$ cat src/rtl/fsi_pkg.sv
package fsi_pkg;
  typedef enum logic [1:0] {
    K_NONE   = 2'd0,
    K_PLAIN  = 2'd1,
    K_STORE  = 2'd2,
    K_REPLAY = 2'd3
  } disp_kind_e;
endpackage

$ cat src/rtl/fsi_pick.sv
module fsi_pick #(
  parameter int N = 8,
  localparam int IW = (N > 1) ? $clog2(N) : 1
) (
  input  logic [N-1:0]  busy,
  output logic          found,
  output logic [IW-1:0] idx
);
  always_comb begin
    found = 1'b0;
    idx   = '0;
    for (int i = N - 1; i >= 0; i--) begin
      if (!busy[i]) begin
        found = 1'b1;
        idx   = IW'(i);
      end
    end
  end
endmodule

$ cat src/rtl/fsi_iq.sv
module fsi_iq #(
  parameter int DEPTH = 8,
  localparam int IW = (DEPTH > 1) ? $clog2(DEPTH) : 1
) (
  input  logic             clk,
  input  logic             rst,
  input  logic             flush,
  input  logic             alloc_en,
  input  logic [IW-1:0]    alloc_idx,
  input  logic             alloc_hold,
  input  logic             gnt_en,
  input  logic [IW-1:0]    gnt_idx,
  input  logic             wake_en,
  input  logic [IW-1:0]    wake_idx,
  output logic [DEPTH-1:0] occ,
  output logic [DEPTH-1:0] req_q
);
  logic [DEPTH-1:0] hold_q, occ_n, hold_n;

  always_comb begin
    occ_n  = occ;
    hold_n = hold_q;
    if (gnt_en)  occ_n[gnt_idx]   = 1'b0;
    if (wake_en) hold_n[wake_idx] = 1'b0;
    if (alloc_en) begin
      occ_n[alloc_idx]  = 1'b1;
      hold_n[alloc_idx] = alloc_hold;
    end
  end

  always_ff @(posedge clk) begin
    if (rst || flush) begin
      occ    <= '0;
      hold_q <= '0;
      req_q  <= '0;
    end else begin
      occ    <= occ_n;
      hold_q <= hold_n;
      req_q  <= occ_n & ~hold_n;
    end
  end
endmodule

$ cat src/rtl/fsi_fq.sv
module fsi_fq #(
  parameter int DEPTH = 4,
  parameter int LW    = 3,
  parameter int REG_W = 5,
  localparam int IW   = (DEPTH > 1) ? $clog2(DEPTH) : 1,
  localparam int NREG = 1 << REG_W
) (
  input  logic                clk,
  input  logic                rst,
  input  logic                flush,
  input  logic                alloc_en,
  input  logic [IW-1:0]       alloc_idx,
  input  logic [REG_W-1:0]    alloc_src,
  input  logic [LW-1:0]       alloc_link,
  input  logic                alloc_lv,
  input  logic                gnt_en,
  input  logic [IW-1:0]       gnt_idx,
  input  logic [NREG-1:0]     ready_soon,
  output logic [DEPTH-1:0]    occ,
  output logic [DEPTH-1:0]    req_q,
  output logic [DEPTH*LW-1:0] link_flat,
  output logic                wake_en,
  output logic [LW-1:0]       wake_idx
);
  logic [REG_W-1:0] src_mem [DEPTH];
  logic [LW-1:0]    link_q  [DEPTH];
  logic [LW-1:0]    link_n  [DEPTH];
  logic [DEPTH-1:0] lv_q, lv_n, occ_n, req_n;

  always_ff @(posedge clk) begin
    if (alloc_en) src_mem[alloc_idx] <= alloc_src;
  end

  always_comb begin
    occ_n = occ;
    lv_n  = lv_q;
    for (int i = 0; i < DEPTH; i++) link_n[i] = link_q[i];
    if (gnt_en) begin
      occ_n[gnt_idx]  = 1'b0;
      lv_n[gnt_idx]   = 1'b0;
      link_n[gnt_idx] = '0;
    end
    if (alloc_en) begin
      occ_n[alloc_idx]  = 1'b1;
      lv_n[alloc_idx]   = alloc_lv;
      link_n[alloc_idx] = alloc_link;
    end
    for (int i = 0; i < DEPTH; i++) begin
      if (alloc_en && alloc_idx == IW'(i))
        req_n[i] = occ_n[i] & ready_soon[alloc_src];
      else
        req_n[i] = occ_n[i] & ready_soon[src_mem[i]];
    end
  end

  always_ff @(posedge clk) begin
    if (rst || flush) begin
      occ   <= '0;
      lv_q  <= '0;
      req_q <= '0;
      for (int i = 0; i < DEPTH; i++) link_q[i] <= '0;
    end else begin
      occ   <= occ_n;
      lv_q  <= lv_n;
      req_q <= req_n;
      for (int i = 0; i < DEPTH; i++) link_q[i] <= link_n[i];
    end
  end

  assign wake_en  = gnt_en & lv_q[gnt_idx];
  assign wake_idx = link_q[gnt_idx];

  for (genvar g = 0; g < DEPTH; g++) begin : g_link
    assign link_flat[g*LW +: LW] = link_q[g];
  end
endmodule

$ cat src/rtl/fst_pair_iq.sv
module fst_pair_iq
  import fsi_pkg::*;
#(
  parameter int IQ_DEPTH = 8,
  parameter int FQ_DEPTH = 4,
  parameter int REG_W    = 5,
  localparam int IQ_IW   = (IQ_DEPTH > 1) ? $clog2(IQ_DEPTH) : 1,
  localparam int FQ_IW   = (FQ_DEPTH > 1) ? $clog2(FQ_DEPTH) : 1,
  localparam int NREG    = 1 << REG_W
) (
  input  logic                      clk,
  input  logic                      rst,
  input  logic                      flush,
  input  logic                      disp_vld,
  input  logic                      disp_fst,
  input  logic                      disp_replay,
  input  logic [REG_W-1:0]          disp_src,
  input  logic [NREG-1:0]           ready_soon,
  input  logic                      iq_gnt_vld,
  input  logic [IQ_IW-1:0]          iq_gnt_idx,
  input  logic                      fq_gnt_vld,
  input  logic [FQ_IW-1:0]          fq_gnt_idx,
  output logic [IQ_DEPTH-1:0]       iq_req,
  output logic [FQ_DEPTH-1:0]       fq_req,
  output logic [FQ_DEPTH*IQ_IW-1:0] fq_link
);
  logic [IQ_DEPTH-1:0] iq_occ;
  logic [FQ_DEPTH-1:0] fq_occ;
  logic                iq_found, fq_found;
  logic [IQ_IW-1:0]    iq_free, wake_idx;
  logic [FQ_IW-1:0]    fq_free;
  logic                take_iq, take_fq, iq_gnt_ok, fq_gnt_ok, wake_en;
  disp_kind_e          kind;

  always_comb begin
    if (!disp_vld)     kind = K_NONE;
    else if (!disp_fst) kind = K_PLAIN;
    else if (disp_replay) kind = K_REPLAY;
    else               kind = K_STORE;
  end

  fsi_pick #(.N(IQ_DEPTH)) u_pick_iq (.busy(iq_occ), .found(iq_found), .idx(iq_free));
  fsi_pick #(.N(FQ_DEPTH)) u_pick_fq (.busy(fq_occ), .found(fq_found), .idx(fq_free));

  assign take_iq   = (kind == K_PLAIN) ? iq_found
                   : (kind != K_NONE) && iq_found && fq_found;
  assign take_fq   = take_iq && (kind == K_STORE || kind == K_REPLAY);
  assign iq_gnt_ok = iq_gnt_vld && iq_req[iq_gnt_idx];
  assign fq_gnt_ok = fq_gnt_vld && fq_req[fq_gnt_idx];

  fsi_iq #(.DEPTH(IQ_DEPTH)) u_iq (
    .clk(clk), .rst(rst), .flush(flush),
    .alloc_en(take_iq), .alloc_idx(iq_free), .alloc_hold(kind == K_STORE),
    .gnt_en(iq_gnt_ok), .gnt_idx(iq_gnt_idx),
    .wake_en(wake_en), .wake_idx(wake_idx),
    .occ(iq_occ), .req_q(iq_req)
  );

  fsi_fq #(.DEPTH(FQ_DEPTH), .LW(IQ_IW), .REG_W(REG_W)) u_fq (
    .clk(clk), .rst(rst), .flush(flush),
    .alloc_en(take_fq), .alloc_idx(fq_free), .alloc_src(disp_src),
    .alloc_link(iq_free), .alloc_lv(kind == K_STORE),
    .gnt_en(fq_gnt_ok), .gnt_idx(fq_gnt_idx), .ready_soon(ready_soon),
    .occ(fq_occ), .req_q(fq_req), .link_flat(fq_link),
    .wake_en(wake_en), .wake_idx(wake_idx)
  );
endmodule

$ cat config.mk
export PLATFORM = sky130hd
export DESIGN_NAME = fst_pair_iq
export DESIGN_NICKNAME = d
export VERILOG_FILES = /design/src/rtl/fsi_pkg.sv /design/src/rtl/fsi_pick.sv /design/src/rtl/fsi_iq.sv /design/src/rtl/fsi_fq.sv /design/src/rtl/fst_pair_iq.sv
export SDC_FILE = /design/constraint.sdc
export NUM_CORES = 1
export LEC_CHECK = 0
export BUFFER_PORTS_ARGS = -buffer_cell sky130_fd_sc_hd__buf_2
export CORE_ASPECT_RATIO = 0.6
export CORE_MARGIN = 4
export CORE_UTILIZATION = 50
export DETAILED_ROUTE_END_ITERATION = 8
export GPL_ROUTABILITY_DRIVEN = 0
export PLACE_DENSITY = 0.72
export SYNTH_ARGS = -nofsm -noshare
export SYNTH_HDL_FRONTEND = slang
export SYNTH_SLANG_ARGS = --single-unit
$ cat constraint.sdc
create_clock -name clk -period 2.1 [get_ports clk]
set_input_delay 0.21 -clock clk [delete_from_list [all_inputs] [get_ports clk]]
set_output_delay 0.21 -clock clk [all_outputs]
set_load 0.02 [all_outputs]
==> results.md <==
- Primary FF master, synth: dfxtp_1
- Drt total wl: roughly 14000 µm
- R2R depth: 5
- Power Density: around 640 nW/µm²
- Routed len/inst: 23.0 µm
- Final setup viols: 0
- Reg2Reg Setup Slack: 80 ps
- Worst Setup Start Kind: flip-flop
- Initial core utilization: 0.526
- Longest Clk Path Bufs: 2
- Worst path cell trace: nand2_1 > mux4_2 > nor3b_2 > a31oi_1 > a211oi_1
- Final Hold Viols: 0
- Full die area: around 10000 µm²
- Post-synth EDFFs: 20
- Clock sink total: 68
- CTS tree: yes
- Antenna violation net count after detailed routing: 0
- Worst skew pair latency: 340 ps
- Largest net degree at the start of global routing: 24
- Met1 usage: 0.399
- Slew Limit Fails: 0
- Setup WS post-layout: 79.4 ps
- Final nets: 529
- Root Driver: clkbuf_16
- Yosys warns: 0
- GRT overflow: 0
- DR vias/cell: 6.66
- Area of the multi-input gates: 2490 µm²
- Pre-antenna DRT Iters: 7
- Placed cells: 576
- Slew headroom: 0.519
- R2r endpoint: u_iq.req_q[2]
- Most Used Layer, Global Route: met1
- N_diodes: 0
- Width of the die: 127 µm
- Buffers on Ports: 73
- CP Class: flip-flop to flip-flop
- Critical path required time: 2350 ps
- Syn Nets: 453
- Post-Route Skew: 12.0 ps
- Clock-pin slew on the worst setup and hold paths: 60 ps
- Detail Placement HPWL: 10200 µm
- CP Data Arrival Time: 2270 ps
- Netlist Area Pre-Place: 4230 µm²
- Fraction of layout cells with a size suffix above 1: 0.312
- Status: finished clean
- Crit path capture: u_iq.req_q[2]
- Seq. cell area: 1560 µm²
- Post-synth ARST share: 0
- Hold buffers post-CTS: 0
- Met3 global-route usage: 0.142
- R2R Path Start: u_fq.req_q[1]
- CTS Buf Count: 9
- Vert. Die Dim: 79.2 µm
- CP max stage cell: mux4_2
- Final Hold Slack: 194 ps
- Synth unique cells: 49
- Layout area overhead: 19.0%
- Hold WC Path Type: primary input to flip-flop
- Final Util: 0.626
- IO Count: 74
- P_leak: 1.92 nW
- Fmax: between 0.4 and 0.5 GHz
- Final worst-path cycle share: 0.962
- Drt initial violations: 604
- Drt drc: 0
- Post-placement cell area: approximately 4700 µm²
- Via Count: 3943
- Post-Synthesis Cells: 403
- Actual slew at the worst max-slew pin: approximately 700 ps
- H-Tree Depth: 3
- Total GRT Usage: 0.279
- Met2 Track Usage GR: 0.376
- CP max FO: 5
- Dpl ws: 91.6 ps
- Worst vdd rail ir drop: 0.558 mV
- Vias in the first global route: between 3k and 4k
- Total of fill cells in the finished design: 680
- Crit. Startpoint: u_fq.req_q[1]
- CP max stage delay: 490 ps
- Max Cap Violations: 0
- First-pass GRT wire length: about 21000 µm
- CP endpoint kind: flip-flop
- FF+latch count, synth: 68
- Design area: roughly 5000 µm²
- Synth Area per Inst: 10.5 µm²
- Rows: 25
- Min cycle time layout: roughly 2000 ps
- Register area share after synthesis: 0.370
- Initial antenna violation count: 0
- Core area: ~8000 µm²
- Layout Cells excl Fill: 592
==> cell type report <==
cell class                 count  area share
clock buffer                   9      0.0448
clock inverter                 7      0.0154
inverter                      15      0.0112
multi-input combinational    296       0.495
sequential                    68       0.310
tap                          108      0.0269
timing repair buffer          89      0.0965
==> critical path: cells and delay by family (launching register included) <==
kind	cells	cell delay, ps
DFF	1	420
AOI/OAI and AO/OA	2	430
and+or+nand+nor	2	580
muxes	1	490
==> flip-flops by register name (all words and copies together) (netlist names) <==
signal and flops:
u_fq.req_q 4, u_fq.link_q 12, u_iq.req_q 8, u_fq.src_mem 20
u_fq.lv_q 4, u_iq.occ 8, u_iq.hold_q 8, u_fq.occ 4
==> logic make-up after synthesis <==
logic type,after synthesis,share of synthesized area
simple gates,148,0.189
mux,67,0.269
buf+inv,39,0.0426
compound gates,81,0.130
flops,68,0.370
==> power by group <==
| part | internal (mW) | switching (mW) | leakage [nW] |
|---|---|---|---|
| Clock | 0.921 | 0.582 | 0.134 |
| Sequential | 1.36 | 0.0132 | 0.569 |
| Combinational | 0.154 | 0.203 | 1.21 |
==> what timing repair did <==
item,4_1_cts,5_1_grt
setup buffers,0,0
gates resized for setup,0,1
setup endpoints to repair,0,1
==> synth_stat cells (3+ instances only) <==
cell / n / area share
a211oi_1: 4 / 0.0071
a21boi_0: 3 / 0.0053
a21oi_1: 26 / 0.031
a221o_1: 3 / 0.0071
a22oi_1: 6 / 0.011
a31oi_1: 10 / 0.015
a41o_1: 3 / 0.0071
and2_1: 8 / 0.012
and3_1: 3 / 0.0044
buf_2: 5 / 0.0059
buf_4: 3 / 0.0053
clkbuf_1: 13 / 0.012
dfxtp_1: 48 / 0.23
edfxtp_1: 20 / 0.14
inv_1: 15 / 0.013
mux2i_1: 29 / 0.069
mux4_2: 37 / 0.20
nand2_1: 34 / 0.030
nand2b_1: 8 / 0.012
nand3_1: 25 / 0.030
nand3b_1: 7 / 0.012
nand4_1: 8 / 0.012
nor2_1: 28 / 0.025
nor2b_1: 10 / 0.015
o2111ai_1: 6 / 0.012
o21a_1: 4 / 0.0071
o21ai_0: 4 / 0.0047
o31ai_1: 4 / 0.0071
==> cells in the final DEF, fill, tap and decap left out, types with 10 or more instances in the layout <==
| master | netlist | routed |
|---|---|---|
| buf_2 | 5 | 73 |
| dfxtp_1 | 48 | 48 |
| mux4_2 | 37 | 37 |
| nand2_1 | 34 | 34 |
| mux2i_1 | 29 | 29 |
| nor2_1 | 28 | 28 |
| a21oi_1 | 26 | 26 |
| nand3_1 | 25 | 25 |
| edfxtp_1 | 20 | 20 |
| buf_4 | 3 | 16 |
| inv_1 | 15 | 15 |
| nor2b_1 | 10 | 10 |
| a31oi_1 | 10 | 10 |
==> through the flow <==
| step | total power, mW | TNS, ps |
|---|---|---|
| floorplan | 1.59 | 0 |
| global placement | 1.74 | 0 |
| global route | 3.34 | -10.6 |
| detailed placement | 1.75 | 0 |
| finish | 3.23 | 0 |
| CTS | 3.24 | 0 |
==> how the worst min path moves through the flow <==
stage | startpoint | end | slack, ps | cells past startpoint
3_3_place_gp | u_fq.lv_q[0] | u_fq.lv_q[0] | 460 | 2
3_5_place_dp | u_fq.lv_q[0] | u_fq.lv_q[0] | 470 | 2
5_1_grt | disp_src[2] | u_fq.src_mem[1][2] | 170 | 1
2_1_floorplan | disp_src[0] | u_fq.src_mem[0][0] | 310 | 0
6_report | disp_replay | u_fq.lv_q[0] | 190 | 3
4_1_cts | disp_src[2] | u_fq.src_mem[1][2] | 170 | 1
==> per-layer routing <==
layer	share of wire	up-vias
met1	0.43	1889
met4	0.010	0
met3	0.16	22
met5	0	-
met2	0.40	313
li1	-	1719
Note: power is estimated with default switching activity, not from simulation.
